==> src/rtl/bom_pkg.sv <==
package bom_pkg;
  // How a residual joins its base: v = 2^c + S or v = 2^c - S
  typedef enum logic {
    RES_ADD = 1'b0,
    RES_SUB = 1'b1
  } res_sign_e;
endpackage

==> src/rtl/bom_base_select.sv <==
module bom_base_select
  import bom_pkg::*;
#(
  parameter int WIDTH = 16,
  localparam int RW = WIDTH - 1,
  localparam int EW = $clog2(WIDTH + 1)
) (
  input  logic [WIDTH-1:0] value,
  output logic             is_zero,
  output logic [EW-1:0]    expo,
  output logic [RW-1:0]    resid,
  output res_sign_e        sign
);

  // position of the leading one
  function automatic int lead_one(input logic [WIDTH-1:0] v);
    int p;
    p = 0;
    for (int i = 0; i < WIDTH; i++) begin
      if (v[i]) p = i;
    end
    return p;
  endfunction

  int         lead;
  logic [WIDTH:0] v_ext, pow_lo, half, below, above;

  always_comb begin
    lead   = lead_one(value);
    v_ext  = {1'b0, value};
    pow_lo = (WIDTH+1)'(1) << lead;
    half   = pow_lo >> 1;
    below  = v_ext - pow_lo;
    above  = (pow_lo << 1) - v_ext;
    is_zero = (value == '0);
    if (is_zero) begin
      expo  = '0;
      resid = '0;
      sign  = RES_ADD;
    end else if (lead != 0 && below > half) begin
      expo  = EW'(lead + 1);
      resid = RW'(above);
      sign  = RES_SUB;
    end else begin
      expo  = EW'(lead);
      resid = RW'(below);
      sign  = RES_ADD;
    end
  end

endmodule

==> src/rtl/bom_residual_mult.sv <==
module bom_residual_mult #(
  parameter int RW = 15,
  localparam int PW = 2 * RW,
  localparam int NC = 2 * RW - 1,
  localparam int CW = $clog2(RW + 1)
) (
  input  logic [RW-1:0] res_a,
  input  logic [RW-1:0] res_b,
  output logic [PW-1:0] res_prod
);

  // one column of vertical-and-crosswise products: bits i, j with i + j = k
  function automatic logic [CW-1:0] column(input logic [RW-1:0] a,
                                            input logic [RW-1:0] b,
                                            input int k);
    logic [CW-1:0] s;
    int j;
    s = '0;
    for (int i = 0; i < RW; i++) begin
      j = k - i;
      if (j >= 0 && j < RW) s = s + CW'(a[i] & b[j]);
    end
    return s;
  endfunction

  logic [CW-1:0] col_sum [NC];

  for (genvar k = 0; k < NC; k++) begin : g_col
    assign col_sum[k] = column(res_a, res_b, k);
  end

  always_comb begin
    res_prod = '0;
    for (int k = 0; k < NC; k++) begin
      res_prod = res_prod + (PW'(col_sum[k]) << k);
    end
  end

endmodule

==> src/rtl/bom_mult.sv <==
module bom_mult
  import bom_pkg::*;
#(
  parameter int WIDTH = 16,
  localparam int RW = WIDTH - 1,
  localparam int EW = $clog2(WIDTH + 1),
  localparam int PW = 2 * WIDTH,
  localparam int AW = 2 * WIDTH + 2,
  localparam int HW = AW - PW
) (
  input  logic             clk,
  input  logic             rst_n,
  input  logic             in_valid,
  input  logic [WIDTH-1:0] opnd_x,
  input  logic [WIDTH-1:0] opnd_y,
  output logic             out_valid,
  output logic [PW-1:0]    product
);

  // 2^eb*A +/- rb*2^ea +/- ra*rb in a signed accumulator
  function automatic logic signed [AW-1:0] assemble(
      input logic [WIDTH-1:0] a,
      input logic [EW-1:0]    ea,
      input logic [EW-1:0]    eb,
      input logic [RW-1:0]    rb,
      input logic             neg_cross,
      input logic             neg_small,
      input logic [2*RW-1:0]  rr);
    logic signed [AW-1:0] base_t, cross_t, small_t;
    base_t  = $signed(AW'(a) << eb);
    cross_t = $signed(AW'(rb) << ea);
    small_t = $signed(AW'(rr));
    if (neg_cross) cross_t = -cross_t;
    if (neg_small) small_t = -small_t;
    return base_t + cross_t + small_t;
  endfunction

  logic [WIDTH-1:0] opnd [2];
  logic             zf   [2];
  logic [EW-1:0]    ex   [2];
  logic [RW-1:0]    rs   [2];
  res_sign_e        sg   [2];

  assign opnd[0] = opnd_x;
  assign opnd[1] = opnd_y;

  for (genvar g = 0; g < 2; g++) begin : g_sel
    bom_base_select #(.WIDTH(WIDTH)) u_sel (
      .value  (opnd[g]),
      .is_zero(zf[g]),
      .expo   (ex[g]),
      .resid  (rs[g]),
      .sign   (sg[g])
    );
  end

  // exponent comparator: the larger exponent becomes operand A
  logic             swap_ev, zero_ev;
  logic [WIDTH-1:0] val_a;
  logic [EW-1:0]    exp_a, exp_b;
  logic [RW-1:0]    res_a, res_b;
  res_sign_e        sgn_a, sgn_b;

  assign swap_ev = (ex[1] > ex[0]);
  assign zero_ev = zf[0] | zf[1];
  assign val_a   = swap_ev ? opnd[1] : opnd[0];
  assign exp_a   = swap_ev ? ex[1]   : ex[0];
  assign exp_b   = swap_ev ? ex[0]   : ex[1];
  assign res_a   = swap_ev ? rs[1]   : rs[0];
  assign res_b   = swap_ev ? rs[0]   : rs[1];
  assign sgn_a   = swap_ev ? sg[1]   : sg[0];
  assign sgn_b   = swap_ev ? sg[0]   : sg[1];

  logic [2*RW-1:0] res_prod;

  bom_residual_mult #(.RW(RW)) u_rmul (
    .res_a   (res_a),
    .res_b   (res_b),
    .res_prod(res_prod)
  );

  logic signed [AW-1:0] acc_sum;
  logic [HW-1:0]        sum_top;

  assign acc_sum = assemble(val_a, exp_a, exp_b, res_b,
                            sgn_b == RES_SUB,
                            (sgn_a == RES_SUB) ^ (sgn_b == RES_SUB),
                            res_prod);
  assign sum_top = acc_sum[AW-1:PW];

  always_ff @(posedge clk or negedge rst_n) begin
    if (!rst_n) begin
      out_valid <= 1'b0;
      product   <= '0;
    end else begin
      out_valid <= in_valid;
      if (in_valid) product <= zero_ev ? '0 : acc_sum[PW-1:0];
    end
  end

endmodule

==> config.mk <==
export PLATFORM = sky130hd
export DESIGN_NAME = bom_mult
export DESIGN_NICKNAME = d
export VERILOG_FILES = /design/src/rtl/bom_pkg.sv /design/src/rtl/bom_base_select.sv /design/src/rtl/bom_residual_mult.sv /design/src/rtl/bom_mult.sv
export SDC_FILE = /design/constraint.sdc
export NUM_CORES = 1
export LEC_CHECK = 0
export BUFFER_PORTS_ARGS = -buffer_cell sky130_fd_sc_hd__buf_2
export CAP_MARGIN = 20
export CORE_MARGIN = 5
export CORE_UTILIZATION = 40
export CTS_CLUSTER_DIAMETER = 50
export DETAILED_ROUTE_END_ITERATION = 16
export GPL_TIMING_DRIVEN = 0
export PLACE_DENSITY = 0.53
export SYNTH_ARGS = -nofsm -noshare
export SYNTH_HDL_FRONTEND = slang
export SYNTH_SLANG_ARGS = --single-unit
==> constraint.sdc <==
create_clock -name clk -period 0.8 [get_ports clk]
set_clock_uncertainty 0.05 [all_clocks]
set_input_delay 0.16 -clock clk [delete_from_list [all_inputs] [get_ports clk]]
set_output_delay 0.16 -clock clk [all_outputs]
set_load 0.005 [all_outputs]
==> results_dict.tcl, run 1 <==
set metrics [dict create \
    violations "hold timing, setup timing" \
    yosysTopAreaCellShare 0.195 \
    final_hold_viol_count 33 \
    drt-vias-per-instance 5.81 \
    grt_max_degree 34 \
    numPortBuffers 67 \
    maxSlewViolCount 0 \
    dieArea_sq_um 55800 \
    fin_ws_ns -15.93 \
    drc 0 \
    synth_async_sr_flop_share 1.00 \
    slew_headroom 0.294 \
    drt_iter0_markers 1720 \
    netlist_area_sq_um 20500 \
    hold_ws_ns -0.118 \
    nFillCells 4986 \
    yosys-top-cells-area "fa_1 20%, ha_1 14%, inv_1 5.9%" \
    drt-pass1-iter-count 7 \
    cts_tree "done" \
    core-area_sq_um 51000 \
    gp_congestion 0.979 \
    fin_crit_ns 16.73 \
    path_class "input pin to flip-flop" \
    io_pins 68 \
    cts_sinks 33 \
    grtUsageTotal 0.290 \
    holdBufCountCts 1 \
    tightest_slew_ns 1.06 \
    numCtsBuffers 5 \
    cts_root_buf "clkbuf_16" \
    clk-insertion-delay-late_ns 0.27 \
    dpl.hpwl_um 68400 \
    ys_ff_latch 33 \
    die_y_um 236 \
    core.rowCount 83 \
    setup_viol 65 \
    crit_path_top_delay_cell "xor2_1" \
    synth_flop_cell "dfrtp_1" \
    diodes 0 \
    crit_arrival_ns 16.87 \
    overflow 0 \
    final_nets 3461 \
    antenna_found_initial 0 \
    cp_slowest_stage_delay_ns 0.66 \
    synth_edf_count 0 \
    antenna_left 0 \
    cts.path.max_buffers 2 \
    grt_pass1_wl_um 128000 \
    outcome "complete, but fails checks" \
    clk_pin_slew_worst_paths_ns 0.05 \
    place_ws_ns -18.46 \
    synth-seq-area-share 0.0403 \
    rsz0062_at_grt "true" \
    finalCritPeriodShare 20.9 \
    vias 21400 \
    start_util 0.402 \
    die_w_um 236 \
    hp-class "input pin to async pin" \
    cp-start-kind "input pin" \
    cp_data_required_time_ns 0.94 \
    wire_per_inst_um 23.1 \
    yosys.area.top_type "fa_1" \
    final_common_cell "nand2_1" \
    ctsHtreeMaxLevel 2 \
    drive_above_1_share 0.270 \
    cap_viol_max_count 0 \
    grt_pass1_vias 21100 \
    yosys_warnings 0 \
    syn-instance-count 2700 \
    path_common_cell "fa_1" \
    wirelength_um 85100 \
    synth_cell_type_count 108 \
    cp_max_fo 6 \
    cp-end-kind "flip-flop" \
    fmax_ghz 0.0598 \
    mostFrequentLayoutCells "302 x nand2_1, 297 x inv_1, 230 x buf_4" \
    syn-num-nets 3162 \
    syn2layout_area_growth_pct 29.4 \
    syn_area_per_cell_sq_um 7.59 \
]
[area by class of cell]
| type | count | area, sq um | share of cell area |
|---|---|---|---|
| Buffer | 101 | 736 | 0.0278 |
| Clock buffer | 5 | 125 | 0.00472 |
| Clock inverter | 3 | 17.5 | 0.000661 |
| Inverter | 323 | 1240 | 0.0468 |
| Multi-Input combinational cell | 2242 | 20600 | 0.776 |
| Sequential cell | 33 | 826 | 0.0312 |
| Tap cell | 680 | 851 | 0.0321 |
| Timing Repair Buffer | 293 | 2130 | 0.0805 |
[stage by stage]
| stage | area, sq um | util | hold slack [ns] | TNS, ns | std cells |
|---|---|---|---|---|---|
| after global routing | 26500 | 0.520 | -0.0357 | -469.19 | 3680 |
| after global placement | 22800 | 0.446 | 0.196 | -491.36 | 3447 |
| after detailed placement | 22800 | 0.447 | 0.195 | -488.69 | 3449 |
| after floorplan | 21600 | - | -0.186 | -382.30 | 2700 |
| after CTS | 25000 | 0.490 | -0.0978 | -452.77 | 3588 |
| final | 26500 | 0.520 | -0.118 | -455.07 | 3680 |
[state kept, by name, indices dropped and copies added, names as in the netlist]
register and cells:
out_valid 1, product 32
[Yosys cell counts, drive strengths merged (28+ instances only)]
| cell | number |
|---|---|
| nand2 | 326 |
| inv | 323 |
| ha | 227 |
| nor2 | 211 |
| fa | 200 |
| a21oi | 166 |
| xnor2 | 108 |
| o21ai | 107 |
| nand3 | 83 |
| clkbuf | 79 |
| and2 | 70 |
| xor2 | 64 |
| mux2i | 60 |
| nor3 | 58 |
| o22ai | 55 |
| a21o | 40 |
| o21a | 34 |
| dfrtp | 33 |
| and3 | 28 |
| o211ai | 28 |
[worst paths after layout]
check / end / from / cells past startpoint / slack, ns
worst max-delay path: product[31] / opnd_y[2] / 74 / -15.93
worst min-delay path: product[25] / rst_n / 1 / -0.12
worst max register to register: product[7] / product[7] / 3 / -0.02
worst min register to register: product[2] / product[2] / 2 / 0.46
max in group asynchronous: product[17] / rst_n / 1 / 0.36
min in group clk: product[0] / in_valid / 4 / 0.35
[critical path, delay by kind of cell]
| family | cells | cell delay [ns] |
|---|---|---|
| fa+ha+maj | 16 | 5.62 |
| buf+inv | 13 | 1.55 |
| compound gates | 28 | 5.50 |
| xor+xnor | 4 | 1.14 |
| simple gates | 13 | 2.85 |
[repair_timing]
| item | 4_1_cts | 5_1_grt |
|---|---|---|
| hold endpoints to repair | 34 | 33 |
| setup endpoints to repair | 65 | 65 |
| pin swaps | 106 | 127 |
| setup buffers | 131 | 93 |
| gates cloned | 0 | 0 |
| resized for setup | 224 | 195 |
[routing by layer]
metal	global-route usage	share of wire
met1	0.409	0.45
met2	0.479	0.46
met3	0.0276	0.060
met4	0.0773	0.033
met5	0	0
[cell families after synthesis]
logic type | count (synthesis) | share of synthesized area
buf+inv | 425 | 0.0814
fa+ha+maj | 427 | 0.334
compound gates | 632 | 0.209
xor+xnor | 172 | 0.0735
flops | 33 | 0.0403
simple gates | 924 | 0.217
mux | 87 | 0.0449
Power of run 1 is not shown: default switching activity piles up to over one toggle a cycle in this logic, so the estimate is an artifact.
==> inputs of run 2 (changes only) <==
clock period = 21.4 ns   (was 0.8 ns; I/O delays follow)
==> run 2 against run 1 <==
The run now ends clean. Global-route usage fell by 0.94 points. Critical path depth did not move. Worst setup slack improved by 16 ns. Via count fell by 2.4%. Die area did not move. Worst hold slack gained 0.59 ns. Wire length down 3.5%.
==> results_dict.tcl, run 2 (synthesis results as in run 1) <==
set metrics [dict create \
    place_ws_ns -5.79 \
    path_class "input pin to flip-flop" \
    cp-start-kind "input pin" \
    syn2layout_area_growth_pct 19.4 \
    wire_per_inst_um 23.1 \
    vias 20900 \
    largest_reg_flops 32 \
    overflow 0 \
    fin_ws_ns 0.343 \
    core.rowCount 83 \
    final_common_cell "inv_1" \
    cts.path.max_buffers 2 \
    final_hold_viol_count 0 \
    numCtsBuffers 5 \
    ctsHtreeMaxLevel 2 \
    maxSlewViolCount 0 \
    io_pins 68 \
    drc 0 \
    slew_headroom 0.275 \
    top_regs "product x32, out_valid x1" \
    fmax_ghz 0.0475 \
    rsz0062_at_grt "true" \
    finalCritPeriodShare 0.984 \
    cts_root_buf "clkbuf_16" \
    grt_pass1_vias 20600 \
    crit_family "adder cells" \
    tightest_slew_ns 1.06 \
    drt_iter0_markers 1697 \
    die_y_um 236 \
    instances_no_fill 3561 \
    path_common_cell "fa_1" \
    top_register "product" \
    core-area_sq_um 51000 \
    drt-vias-per-instance 5.86 \
    crit_arrival_ns 21.14 \
    holdBufCountCts 0 \
    start_util 0.402 \
    design_area_sq_um 24400 \
    dieArea_sq_um 55800 \
    cts_tree "done" \
    fin_crit_ns 21.06 \
    clk_pin_slew_worst_paths_ns 0.05 \
    grt_max_degree 34 \
    grt_pass1_wl_um 125000 \
    cp_max_fo 10 \
    numPortBuffers 67 \
    cp-end-kind "flip-flop" \
    worst-path-buf-inv 14 \
    hp-class "flip-flop to flip-flop" \
    placed_area_sq_um 21700 \
    mostFrequentLayoutCells "311 x inv_1, 309 x nand2_1, 196 x ha_1" \
    final_nets 3342 \
    wirelength_um 82200 \
    final_util 0.479 \
    clk-insertion-delay-late_ns 0.28 \
    antenna_found_initial 0 \
    outcome "finished clean" \
    dpl.hpwl_um 67600 \
    cp_data_required_time_ns 21.48 \
    cts_sinks 33 \
    die_w_um 236 \
    crit_path_top_delay_cell "fa_1" \
    drt-pass1-iter-count 6 \
    diodes 0 \
    nFillCells 5160 \
    cp_slowest_stage_delay_ns 0.58 \
    placed_cells 3451 \
    grtUsageTotal 0.281 \
    cap_viol_max_count 0 \
    drive_above_1_share 0.188 \
    antenna_left 0 \
    setup_viol 0 \
    gp_congestion 0.978 \
]
-- run 2: cell count changes in the layout (fill, tap and decap cells not counted), moves of 17 or more --
cell	change
ha_4	-26
buf_4	-112
ha_1	+31
a21oi_2	-17
-- run 2: worst paths after layout --
check / cells after the start / end / start / slack [ns]
max: 74 / product[30] / opnd_x[6] / 0.34
min: 2 / product[2] / product[2] / 0.47
max reg2reg: 2 / product[31] / product[31] / 20.67
min reg2reg: 2 / product[2] / product[2] / 0.47
max in group asynchronous: 1 / product[5] / rst_n / 16.83
min in group asynchronous: 1 / product[24] / rst_n / 4.00
-- run 2: layer usage --
layer | vias up | routed length, um | share of wire | global-route usage
met5 | - | 0 | 0 | 0
met1 | 10200 | 36800 | 0.45 | 0.400
met3 | 160 | 5610 | 0.068 | 0.0315
met2 | 784 | 36700 | 0.45 | 0.452
li1 | 9680 | - | - | -
met4 | 0 | 3070 | 0.037 | 0.0801
-- run 2: layout make-up --
| cell class | count | area, sq um | share of cell area |
|---|---|---|---|
| Clock inverter | 3 | 17.5 | 0.000717 |
| Multi-Input combinational cell | 2242 | 19600 | 0.802 |
| Timing Repair Buffer | 182 | 1250 | 0.0510 |
| Clock buffer | 5 | 125 | 0.00512 |
| Tap cell | 680 | 851 | 0.0348 |
| Inverter | 323 | 1220 | 0.0500 |
| Sequential cell | 33 | 826 | 0.0338 |
| Buffer | 93 | 556 | 0.0227 |
-- run 2: worst reg2reg max path: stages (launching register included) --
cell       delay [ns]
dfrtp_1          0.38
inv_1            0.07
o2111ai_2        0.10
-- run 2: timing repair --
item,in CTS,in global routing
gates resized for setup,246,164
endpoints found under the setup margin,23,9
buffers inserted,51,60
cloned,0,0
pin swaps,61,91
-- run 2: per-stage QoR --
stage          setup TNS [ns]  hold slack, ns
6_report                    0           0.469
3_3_place_gp           -80.09           0.458
2_1_floorplan               0           0.467
4_1_cts             -0.000464           0.473
5_1_grt                -0.464           0.488
3_5_place_dp           -85.82           0.466
Power of run 2 is left out for the same reason.
